File: src/rtl/mdf_pkg.sv
package mdf_pkg;

  typedef enum logic [1:0] {
    SZ_B = 2'b00,
    SZ_H = 2'b01,
    SZ_W = 2'b10,
    SZ_D = 2'b11
  } acc_size_e;

  typedef struct packed {
    logic      is_store;
    logic      ext_sign;
    logic      rev;
    acc_size_e size;
    logic      illegal;
  } fmt_ctl_t;

endpackage

File: src/rtl/mdf_decode.sv
module mdf_decode
  import mdf_pkg::*;
(
  input  logic      store_i,
  input  logic      sext_i,
  input  logic      brev_i,
  input  acc_size_e size_i,
  output fmt_ctl_t  ctl_o
);

  logic rev_on_byte;
  logic sext_bad;

  assign rev_on_byte = brev_i && (size_i == SZ_B);
  assign sext_bad    = sext_i && (brev_i || (size_i == SZ_D));

  always_comb begin
    ctl_o.is_store = store_i;
    // sign fill only meaningful on loads
    ctl_o.ext_sign = sext_i && !store_i;
    ctl_o.rev      = brev_i;
    ctl_o.size     = size_i;
    ctl_o.illegal  = rev_on_byte || sext_bad;
  end

endmodule

File: src/rtl/mdf_swap.sv
module mdf_swap
  import mdf_pkg::*;
#(
  parameter int DATA_W = 64
) (
  input  logic [DATA_W-1:0] din_i,
  input  acc_size_e         size_i,
  output logic [DATA_W-1:0] dout_o
);

  localparam int NB  = DATA_W / 8;
  localparam int NSZ = $clog2(NB) + 1;

  logic [DATA_W-1:0] cand [NSZ];

  for (genvar s = 0; s < NSZ; s++) begin : g_sz
    localparam int W = 1 << s;
    for (genvar b = 0; b < NB; b++) begin : g_b
      if (b < W) begin : g_in
        assign cand[s][8*b +: 8] = din_i[8*(W-1-b) +: 8];
      end else begin : g_out
        assign cand[s][8*b +: 8] = 8'h00;
      end
    end
  end

  assign dout_o = cand[size_i];

endmodule

File: src/rtl/mdf_extend.sv
module mdf_extend
  import mdf_pkg::*;
#(
  parameter int DATA_W = 64
) (
  input  logic [DATA_W-1:0] din_i,
  input  acc_size_e         size_i,
  input  logic              sign_i,
  output logic [DATA_W-1:0] dout_o
);

  localparam int NB  = DATA_W / 8;
  localparam int NSZ = $clog2(NB) + 1;

  logic [DATA_W-1:0] cand [NSZ];

  for (genvar s = 0; s < NSZ; s++) begin : g_sz
    localparam int KB = 8 << s;
    if (KB >= DATA_W) begin : g_full
      assign cand[s] = din_i;
    end else begin : g_part
      assign cand[s] = {{(DATA_W-KB){sign_i & din_i[KB-1]}}, din_i[KB-1:0]};
    end
  end

  assign dout_o = cand[size_i];

endmodule

File: src/rtl/mdf_lanes.sv
module mdf_lanes
  import mdf_pkg::*;
#(
  parameter int NB = 8
) (
  input  acc_size_e     size_i,
  output logic [NB-1:0] mask_o
);

  always_comb begin
    for (int b = 0; b < NB; b++) begin
      mask_o[b] = (b < (1 << size_i));
    end
  end

endmodule

File: src/rtl/mem_data_formatter.sv
module mem_data_formatter
  import mdf_pkg::*;
#(
  parameter int DATA_W = 64,
  localparam int NB    = DATA_W / 8
) (
  input  logic              clk_i,
  input  logic              rst_ni,
  input  logic              in_valid_i,
  input  logic [1:0]        size_i,
  input  logic              store_i,
  input  logic              sext_i,
  input  logic              brev_i,
  input  logic [DATA_W-1:0] mem_data_i,
  input  logic [DATA_W-1:0] src_data_i,
  output logic              out_valid_o,
  output logic [DATA_W-1:0] load_data_o,
  output logic [DATA_W-1:0] store_data_o,
  output logic [NB-1:0]     byte_en_o,
  output logic              illegal_o
);

  fmt_ctl_t          ctl;
  acc_size_e         size_in;
  logic [DATA_W-1:0] operand;
  logic [DATA_W-1:0] swapped;
  logic [DATA_W-1:0] item;
  logic [DATA_W-1:0] formatted;
  logic [NB-1:0]     lane_mask;

  assign size_in = acc_size_e'(size_i);

  mdf_decode u_decode (
    .store_i (store_i),
    .sext_i  (sext_i),
    .brev_i  (brev_i),
    .size_i  (size_in),
    .ctl_o   (ctl)
  );

  // single shared path: operand picked by direction
  assign operand = ctl.is_store ? src_data_i : mem_data_i;

  mdf_swap #(.DATA_W(DATA_W)) u_swap (
    .din_i  (operand),
    .size_i (ctl.size),
    .dout_o (swapped)
  );

  assign item = ctl.rev ? swapped : operand;

  mdf_extend #(.DATA_W(DATA_W)) u_extend (
    .din_i  (item),
    .size_i (ctl.size),
    .sign_i (ctl.ext_sign),
    .dout_o (formatted)
  );

  mdf_lanes #(.NB(NB)) u_lanes (
    .size_i (ctl.size),
    .mask_o (lane_mask)
  );

  logic      vld_q;
  logic      st_q;
  logic      sx_q;
  acc_size_e sz_q;
  logic      ill_q;

  always_ff @(posedge clk_i or negedge rst_ni) begin
    if (!rst_ni) begin
      vld_q        <= 1'b0;
      st_q         <= 1'b0;
      sx_q         <= 1'b0;
      sz_q         <= SZ_B;
      ill_q        <= 1'b0;
      load_data_o  <= '0;
      store_data_o <= '0;
      byte_en_o    <= '0;
    end else begin
      vld_q <= in_valid_i;
      if (in_valid_i) begin
        st_q  <= ctl.is_store;
        sx_q  <= sext_i;
        sz_q  <= ctl.size;
        ill_q <= ctl.illegal;
        if (ctl.illegal) begin
          load_data_o  <= '0;
          store_data_o <= '0;
          byte_en_o    <= '0;
        end else if (ctl.is_store) begin
          load_data_o  <= '0;
          store_data_o <= formatted;
          byte_en_o    <= lane_mask;
        end else begin
          load_data_o  <= formatted;
          store_data_o <= '0;
          byte_en_o    <= '0;
        end
      end
    end
  end

  assign out_valid_o = vld_q;
  assign illegal_o   = ill_q;


  p_valid_follow_r1: assert property (@(posedge clk_i) disable iff (!rst_ni)
    in_valid_i |=> out_valid_o);
  p_valid_drop_r1: assert property (@(posedge clk_i) disable iff (!rst_ni)
    !in_valid_i |=> !out_valid_o && $stable(load_data_o) && $stable(store_data_o)
                    && $stable(byte_en_o) && $stable(illegal_o));


  p_zext_upper_r2: assert property (@(posedge clk_i) disable iff (!rst_ni)
    (out_valid_o && !st_q && !sx_q && !ill_q) |->
      ((load_data_o >> (8 << sz_q)) == '0));


  p_sext_fill_r3: assert property (@(posedge clk_i) disable iff (!rst_ni)
    (out_valid_o && !st_q && sx_q && !ill_q) |->
      ((sz_q == SZ_B) ? (load_data_o[DATA_W-1:8]  == {(DATA_W-8){load_data_o[7]}}) :
       (sz_q == SZ_H) ? (load_data_o[DATA_W-1:16] == {(DATA_W-16){load_data_o[15]}}) :
                        (load_data_o[DATA_W-1:32] == {(DATA_W-32){load_data_o[31]}})));


  p_store_upper_r5: assert property (@(posedge clk_i) disable iff (!rst_ni)
    (out_valid_o && st_q && !ill_q) |-> ((store_data_o >> (8 << sz_q)) == '0));


  p_lane_count_r7: assert property (@(posedge clk_i) disable iff (!rst_ni)
    (out_valid_o && st_q && !ill_q) |->
      ($countones(byte_en_o) == (1 << sz_q)) && byte_en_o[0]);


  p_illegal_zero_r8: assert property (@(posedge clk_i) disable iff (!rst_ni)
    (out_valid_o && illegal_o) |->
      (load_data_o == '0) && (store_data_o == '0) && (byte_en_o == '0));


  p_load_quiet_r9: assert property (@(posedge clk_i) disable iff (!rst_ni)
    (out_valid_o && !st_q) |-> (store_data_o == '0) && (byte_en_o == '0));
  p_store_quiet_r9: assert property (@(posedge clk_i) disable iff (!rst_ni)
    (out_valid_o && st_q) |-> (load_data_o == '0));

endmodule

File: config.mk
export PLATFORM = sky130hd
export DESIGN_NAME = mem_data_formatter
export DESIGN_NICKNAME = d
export VERILOG_FILES = /design/src/rtl/mdf_pkg.sv /design/src/rtl/mdf_decode.sv /design/src/rtl/mdf_swap.sv /design/src/rtl/mdf_extend.sv /design/src/rtl/mdf_lanes.sv /design/src/rtl/mem_data_formatter.sv
export SDC_FILE = /design/constraint.sdc
export NUM_CORES = 1
export LEC_CHECK = 0
export BUFFER_PORTS_ARGS = -buffer_cell sky130_fd_sc_hd__buf_4
export CORE_UTILIZATION = 54
export CTS_CLUSTER_SIZE = 30
export DETAILED_ROUTE_END_ITERATION = 8
export PLACE_DENSITY = 0.86
export SYNTH_ARGS = -nofsm -noshare
export SYNTH_HDL_FRONTEND = slang
export SYNTH_SLANG_ARGS = --single-unit
export TNS_END_PERCENT = 50
File: constraint.sdc
create_clock -name clk_i -period 1.5 [get_ports clk_i]
set_input_delay 0.3 -clock clk_i [delete_from_list [all_inputs] [get_ports clk_i]]
set_output_delay 0.3 -clock clk_i [all_outputs]
set_load 0.005 [all_outputs]
---- Yosys cells after proc, flatten, opt, wreduce, memory -nomap -nowiden ----
Index checks and enable logic that the tools add are counted.
word-level totals
  bits in registers ....................... 138
  latch bits .............................. 0
  RAM bits ................................ 0
  bits in read-only memories .............. 0
  bits of input ports ..................... 136
  output and inout bits ................... 138
  word-level logic and storage cells ...... 41
  memories kept ........................... 0
cells by class
  add/subtract/negate cells ............... 0
  multipliers ............................. 0
  divide/modulo/power cells ............... 0
  magnitude comparators ................... 9
  equal/unequal tests ..................... 1
  shift-type cells ........................ 1
  mux-type cells .......................... 14
  bitwise logic cells ..................... 4
  reduce and logical (&&, ||, !) cells .... 7
operator list
  operator              count
  $mux 64               10
  $bmux 64 s2           2
  $lt 4x32->1 const A   4
  $lt 3x32->1 const A   2
  $lt 1x32->1 const A   1
  $lt 2x32->1 const A   1
  $shl 1x2->32 const A  1
  $mux 8                2
  $and 1x1->1           3
  $ge 3x3->1 const B    1
  $logic_and 1x1->1     3
  $not 2->3             1
  $eq 2x2->1 const B    1
  $logic_not 2->1       1
  $logic_or 1x1->1      2
  $logic_not 1->1       1

---- Depth between registers and ports, before layout ----
Gate-level depths: netlist of the first run.
  word-level depth ........................ 11
  depth in mapped cells ................... 7
  depth with buffers taken out ............ 4

---- By module ----
Synthesis of the first run repeated with hierarchy kept, for this count alone.
unflattened totals
  cell total of the unflattened synthesis .. 935
  area, all modules ....................... 8928.6 µm²
by module, submodules not included
  module              instances  cells an instance  area each (µm²)  sequential area each (µm²)
  mem_data_formatter  1          665                6957.9           3453.3
  mdf_swap            1          104                938.4            0.0
  mdf_extend          1          149                920.9            0.0
  mdf_decode          1          8                  56.3             0.0
  mdf_lanes           1          9                  55.1             0.0

---- Worst setup path before layout of the first run ----
OpenSTA, ideal clock, no wires.
  kind .................................... input to register
  start point ............................. in store_i
  end point ............................... reg load_data_o[4]
  setup time .............................. 140 ps
  arrival ................................. 1582 ps
  data required time ...................... 1360 ps
  path slack .............................. -222 ps
  stages .................................. 5
  path buffers ............................ 2
  cell sequence ........................... buf_2 > buf_6 > mux4_2 > a222oi_1 > o32ai_1
on the way
  cells in the longest elaborated chain, start to end .. 10
RTL lines
  item                                         RTL line                  text
  start: declaration                           mem_data_formatter.sv:11  input logic store_i,
  $mux 64                                      mem_data_formatter.sv:42  assign operand = ctl.is_store ? src_data_i : mem_data_i;
  $bmux 64 s2                                  mdf_swap.sv:27            assign dout_o = cand[size_i];
  $mux 64 (implied by the code) (2 in series)  mdf_swap.sv:27
  $mux 64                                      mem_data_formatter.sv:50  assign item = ctl.rev ? swapped : operand;
  $bmux 64 s2                                  mdf_extend.sv:26          assign dout_o = cand[size_i];
  $mux 64 (implied by the code) (2 in series)  mdf_extend.sv:26
  $mux 64 (*)                                  mem_data_formatter.sv:91  end else if (ctl.is_store) begin
  $mux 64 (*)                                  mem_data_formatter.sv:87  if (ctl.illegal) begin
  end signal: assignment                       mem_data_formatter.sv:96  load_data_o <= formatted;
  end: declaration                             mem_data_formatter.sv:17  output logic [DATA_W-1:0] load_data_o,
Mark *: on every way between the ends. The rest lies on a longest branch, timed or not. The select of a mux whose other input is x is not followed.
A chain may end at the register's enable or synchronous reset.

---- Final worst setup path of the first run ----
  start point ............................. in sext_i
  end point ............................... reg load_data_o[59]
on the way
  cells in the longest elaborated chain, start to end .. 7
  elaborated cells between the ends (all ways) .. 11
  classes of those cells .................. 5 x mux; 3 x bitwise; 3 x reduce/logical
RTL lines
  item                                         RTL line                  text
  start: declaration                           mem_data_formatter.sv:12  input logic sext_i,
  $logic_and 1x1->1                            mdf_decode.sv:20          ctl_o.ext_sign = sext_i && !store_i;
  $and 1x1->1                                  mdf_extend.sv:22          assign cand[s] = {{(DATA_W-KB){sign_i & din_i[KB-1]}}, din_i[KB-1:0]};
  $bmux 64 s2                                  mdf_extend.sv:26
  $mux 64 (implied by the code) (2 in series)  mdf_extend.sv:26
  $mux 64                                      mem_data_formatter.sv:91
  $mux 64 (*)                                  mem_data_formatter.sv:87
Marked as above.

==> results.json, run 1 <==
{
  "run_status": "complete, no violations",
  "finalSetupViolCount": 0,
  "max-slew-margin-rel_pct": 48.28,
  "final_core_util_pct": 81.94,
  "layout.cells.most_common": "buf_4",
  "synthDistinctLibCells": 37,
  "wl_per_cell_um": 24.25,
  "endpoint_kind": "register",
  "cell_count_after_synthesis": 671,
  "cts_max_level": 4,
  "worstMarginPinSlew_ps": 775.8,
  "peakVddDrop_mv": 0.8360,
  "layout_setup_ws_ps": 59.32,
  "yosysSeqAreaShare_pct": 45.79,
  "syn2layout_area_growth_pct": 47.65,
  "seqCellArea_um2": 3378,
  "clockBufferDepth": 2,
  "setup-tns-final_ps": 0,
  "final.min_clock_period_ps": 1441,
  "cts.sinks": 135,
  "maxSlewViolCount": 0,
  "intPower_mw": 7.577,
  "start_util_pct": 55.50,
  "wire_length_of_the_first_global_routing_pass_um": 43360,
  "p_switching_mw": 3.285,
  "combinationalPowerShare_pct": 22.8,
  "multi_input_comb_area_um2": 3477,
  "detail_route.first_pass.iterations": 6,
  "antenna-diode-count": 0,
  "dieArea_um2": 14130,
  "crit_type": "input port to register",
  "place_ws_ps": -371.3,
  "routed-via-count": 7637,
  "drt-total-wl_um": 28350,
  "grt_pass1_vias": 7809,
  "post_route_cells_drive_above_1_share_pct": 49.14,
  "gp_congestion": 0.9169,
  "power_leakage_nw": 5.185,
  "postSynth.topFlopCell": "dfrtp_1",
  "cp_max_fo": 57,
  "io_pins": 274,
  "io_buffers": 273,
  "worst_setup_path_start_kind": "input port",
  "maxCapViolations": 0,
  "pwr-share-seq_pct": 37.7,
  "leading_cell_types_in_the_layout_fill_and_taps_excluded": "buf_4 (344), dfrtp_1 (135), inv_1 (72)",
  "path_clk_slew_ps": 70,
  "synthDominantCellAreaShare_pct": 45.79,
  "cts_made_buffers": 17,
  "power_frac_clock_pct": 39.5,
  "design.core.area_um2": 13300,
  "signal_arrival_time_at_the_worst_endpoint_ps": 1760,
  "postSynth.asyncResetShare_pct": 100.0,
  "grt_setup_unrepaired": "false",
  "antenna_violations_before_repair": 0,
  "ys_top_cells_by_area": "dfrtp_1 (46%), mux2_2 (8.9%), o32ai_1 (7.6%)",
  "sw_frac_of_total_pct": 30.24,
  "power.density_cell_area_nw_per_um2": 997.0,
  "netlist.top_cell.by_area": "dfrtp_1",
  "detail-route-antenna-nets": 0,
  "rows": 42,
  "max_clock_freq_mhz": 694.1,
  "die_width_um": 118.9,
  "avgSynthCellArea_um2": 11.00,
  "gr-usage-all-layers_pct": 40.57,
  "final.period_utilization_pct": 96.05,
  "drt_first_iter_violations": 908,
  "finalHoldViolations": 0,
  "detail_route.vias_per_cell": 6.533,
  "synthesis.area_um2": 7378,
  "global_route.overflow_total": 0,
  "synthesis.yosys.warnings": 0,
  "hold_wc_path_type": "input port to register",
  "place_hpwl_um": 20240,
  "tritoncts_clock_tree": "done",
  "synth-edff-count": 0,
  "remaining_drc_errors": 0,
  "worstPathRequired_ps": 1820,
  "postSynthNetCount": 807,
  "finish.net_count": 1116,
  "finClkSkew_ps": 0,
  "layout.filler_cells": 814,
  "die_height_um": 118.9,
  "clk_latency_ps": 430,
  "clock-root-buffer": "clkbuf_16",
  "grt_start_max_net_pins": 66,
  "ys_seq_elements": 135
}
-- path summary, 6_finish.rpt --
kind	startpoint	to	slack, ps	depth (start not counted)
worst max-delay path	sext_i	load_data_o[59]	60	5
worst min-delay path	in_valid_i	out_valid_o	290	2
worst max register to register	load_data_o[15]	load_data_o[15]	710	2
worst min register to register	store_data_o[62]	store_data_o[62]	490	1
max in group asynchronous	rst_ni	load_data_o[22]	600	3
min in group asynchronous	rst_ni	byte_en_o[2]	330	2
-- per-stage QoR --
step                instances  power, mW  area (µm²)  hold slack, ps
finish                   1169      10.86       10890           288.9
global route             1169      11.16       10890           285.8
CTS                      1168      10.81       10870           280.5
detailed placement       1135      6.544       10250           231.0
global placement         1135      6.481       10250           222.5
floorplan                 671      5.195        7566           4.409
-- state kept, by name, summed over array words and instances, names as in the netlist --
name / count
out_valid_o: 1
illegal_o: 1
load_data_o: 64
store_data_o: 64
byte_en_o: 5
-- power by group through the flow --
stage	sequential, mW	combinational [mW]	clock [mW]
final	4.10	2.48	4.29
after global routing	4.11	2.61	4.44
after CTS	4.09	2.43	4.29
after detailed placement	4.15	2.40	0
after global placement	4.14	2.34	0
after floorplan	4.12	1.07	0
-- layer usage --
metal / routed length, µm / vias up / part of all wire [%] / GRT usage (%)
li1: - / 3206 / - / -
met1: 10230 / 3751 / 36 / 48.73
met2: 14070 / 581 / 50 / 68.68
met3: 2701 / 99 / 9.5 / 8.285
met4: 1360 / 0 / 4.8 / 21.76
met5: 0 / - / 0 / 0
-- cells by family (layout without fill, tap and decap cells) --
group / after synthesis / count (layout) / synth area share [%]
AOI/OAI and AO/OA: 225 / 225 / 25.03
and+or+nand+nor: 64 / 64 / 4.053
DFF: 135 / 135 / 45.79
muxes: 99 / 99 / 16.62
buffers and inverters: 148 / 470 / 8.512
-- cells in the mapped netlist, drive strengths merged (5+ instances only) --
cell / count
or2: 5
o211ai: 11
o211a: 6
o2bb2ai: 62
o32ai: 64
nor2: 20
o21ai: 18
mux2i: 28
nand4: 11
a222oi: 8
o22ai: 5
inv: 73
a21oi: 9
nand2: 18
nand3: 5
mux2: 58
clkbuf: 43
o221ai: 25
dfrtp: 135
mux4: 13
buf: 31
-- critical path, cell delays in order --
cell	delay [ps]
buf_4	130
o21bai_1	180
a2111o_2	540
buf_12	220
o32ai_1	340
-- final cells by class --
type | count | share of cell area [%]
clock inverter | 15 | 1.631
inverter | 74 | 2.550
multi-input combinational | 388 | 31.92
sequential | 135 | 31.01
timing repair buffer | 364 | 26.97
clock buffer | 17 | 3.905
tap | 176 | 2.021
-- timing repair --
action | 4_1_cts | 5_1_grt
endpoints found under the setup margin | 0 | 10
hold buffers | 1 | 0
buffers inserted | 0 | 1
endpoints found under the hold margin | 30 | 0
resized for setup | 0 | 5
Note: power is estimated with default switching activity, not from simulation.
==> inputs of run 2 (changes only) <==
--- a/config.mk
+++ b/config.mk
@@ -10,6 +10,7 @@
 export CTS_CLUSTER_SIZE = 30
 export DETAILED_ROUTE_END_ITERATION = 8
 export PLACE_DENSITY = 0.86
+export RECOVER_POWER = 50
 export SYNTH_ARGS = -nofsm -noshare
 export SYNTH_HDL_FRONTEND = slang
 export SYNTH_SLANG_ARGS = --single-unit
==> results.json, run 2 (synthesis results as in run 1) <==
{
  "finalHoldViolations": 0,
  "endpoint_kind": "register",
  "worstPathRequired_ps": 1810,
  "final.min_clock_period_ps": 1463,
  "maxSlewViolCount": 0,
  "grt_pass1_vias": 7809,
  "design.core.area_um2": 13300,
  "cp_max_fo": 57,
  "rows": 42,
  "layout.cells.most_common": "buf_4",
  "setup-tns-final_ps": 0,
  "peakVddDrop_mv": 0.8347,
  "final_core_util_pct": 81.43,
  "drt-total-wl_um": 28410,
  "largest_registers": "load_data_o x64, store_data_o x64, byte_en_o x5",
  "dpl.cell_count": 1135,
  "reg_to_reg_critical_path_startpoint": "load_data_o[15]",
  "detailed_place.area_um2": 10250,
  "finalSetupViolCount": 0,
  "clock-root-buffer": "clkbuf_16",
  "grt_start_max_net_pins": 66,
  "io_buffers": 273,
  "max-slew-margin-rel_pct": 47.37,
  "antenna_violations_before_repair": 0,
  "power_leakage_nw": 5.130,
  "final_area_um2": 10830,
  "routed-via-count": 7661,
  "multi_input_comb_area_um2": 3472,
  "final.period_utilization_pct": 97.52,
  "start_util_pct": 55.50,
  "cts_max_level": 4,
  "finClkSkew_ps": 0,
  "maxCapViolations": 0,
  "max_clock_freq_mhz": 683.6,
  "wl_per_cell_um": 24.31,
  "detail_route.vias_per_cell": 6.553,
  "run_status": "complete, no violations",
  "clockBufferDepth": 2,
  "leading_cell_types_in_the_layout_fill_and_taps_excluded": "buf_4 (288), dfrtp_1 (135), inv_1 (72)",
  "hold_wc_path_type": "input port to register",
  "clk_latency_ps": 420,
  "seqCellArea_um2": 3378,
  "syn2layout_area_growth_pct": 46.74,
  "worstMarginPinSlew_ps": 789.5,
  "io_pins": 274,
  "wire_length_of_the_first_global_routing_pass_um": 43360,
  "layout.filler_cells": 829,
  "grt_setup_unrepaired": "false",
  "final_cell_count_no_fill": 1169,
  "cts.sinks": 135,
  "power_mw": 10.83,
  "die_width_um": 118.9,
  "die_height_um": 118.9,
  "finish.net_count": 1116,
  "post_route_cells_drive_above_1_share_pct": 48.64,
  "timing.critical_path.from": "sext_i",
  "power.density_cell_area_nw_per_um2": 1001,
  "tritoncts_clock_tree": "done",
  "place_hpwl_um": 20240,
  "global_route.overflow_total": 0,
  "remaining_drc_errors": 0,
  "dieArea_um2": 14130,
  "signal_arrival_time_at_the_worst_endpoint_ps": 1770,
  "detail-route-antenna-nets": 0,
  "detail_route.first_pass.iterations": 6,
  "antenna-diode-count": 0,
  "drt_first_iter_violations": 976,
  "cts_made_buffers": 17,
  "crit_type": "input port to register",
  "path_clk_slew_ps": 70,
  "hold_start": "in_valid_i",
  "gr-usage-all-layers_pct": 40.57,
  "worst_setup_path_start_kind": "input port",
  "gp_congestion": 0.9169
}
run 2: cell count changes in the layout (fill, tap and decap cells not counted), sizes merged:
cell | previous run | this run
clkbuf | 17 | 76
buf | 363 | 304
run 2: report_power, final:
group	leakage (nW)	switching [mW]	total, mW	internal, mW
Combinational	3.01	1.20	2.45	1.25
Clock	0.300	1.89	4.29	2.40
Sequential	1.82	0.193	4.09	3.90
Total	5.13	3.28	10.8	7.55
run 2: routing by layer:
metal | part of all wire, % | track usage, % | routed length (µm) | vias to the layer above
met1 | 37 | 48.73 | 10370 | 3750
met2 | 50 | 68.68 | 14080 | 607
met5 | 0 | 0 | 0 | -
met3 | 9.2 | 8.285 | 2615 | 94
met4 | 4.7 | 21.76 | 1347 | 0
li1 | - | - | - | 3210
run 2: layout make-up:
type | instances | area share [%]
multi-input combinational | 388 | 32.07
sequential | 135 | 31.20
timing repair buffer | 364 | 26.56
clock buffer | 17 | 3.929
inverter | 74 | 2.566
tap | 176 | 2.034
clock inverter | 15 | 1.641
run 2: per-stage QoR:
step	setup WS, ps	hold WS (ps)
after floorplan	-141.9	4.409
after global placement	-312.7	222.5
after detailed placement	-371.3	231.0
after CTS	59.35	280.5
after global routing	18.93	285.8
final	37.18	297.2
run 2: path summary, 6_finish.rpt:
check	to	slack, ps	depth (start not counted)
hold reg to reg	store_data_o[61]	490	1
max in group asynchronous	load_data_o[31]	310	3
min in group asynchronous	load_data_o[35]	320	2
hold / removal	out_valid_o	300	2
setup / recovery	load_data_o[28]	40	5
setup reg to reg	load_data_o[15]	720	2
run 2: what timing repair did:
action	CTS	global route
setup buffers	0	1
endpoints found under the hold margin	30	0
setup endpoints to repair	0	10
resized for setup	0	5
hold buffers	1	0
run 2: critical path, cell delays in order:
cell      delay, ps
clkbuf_1        130
o21bai_1        200
a2111o_2        540
buf_12          230
o32ai_1         360
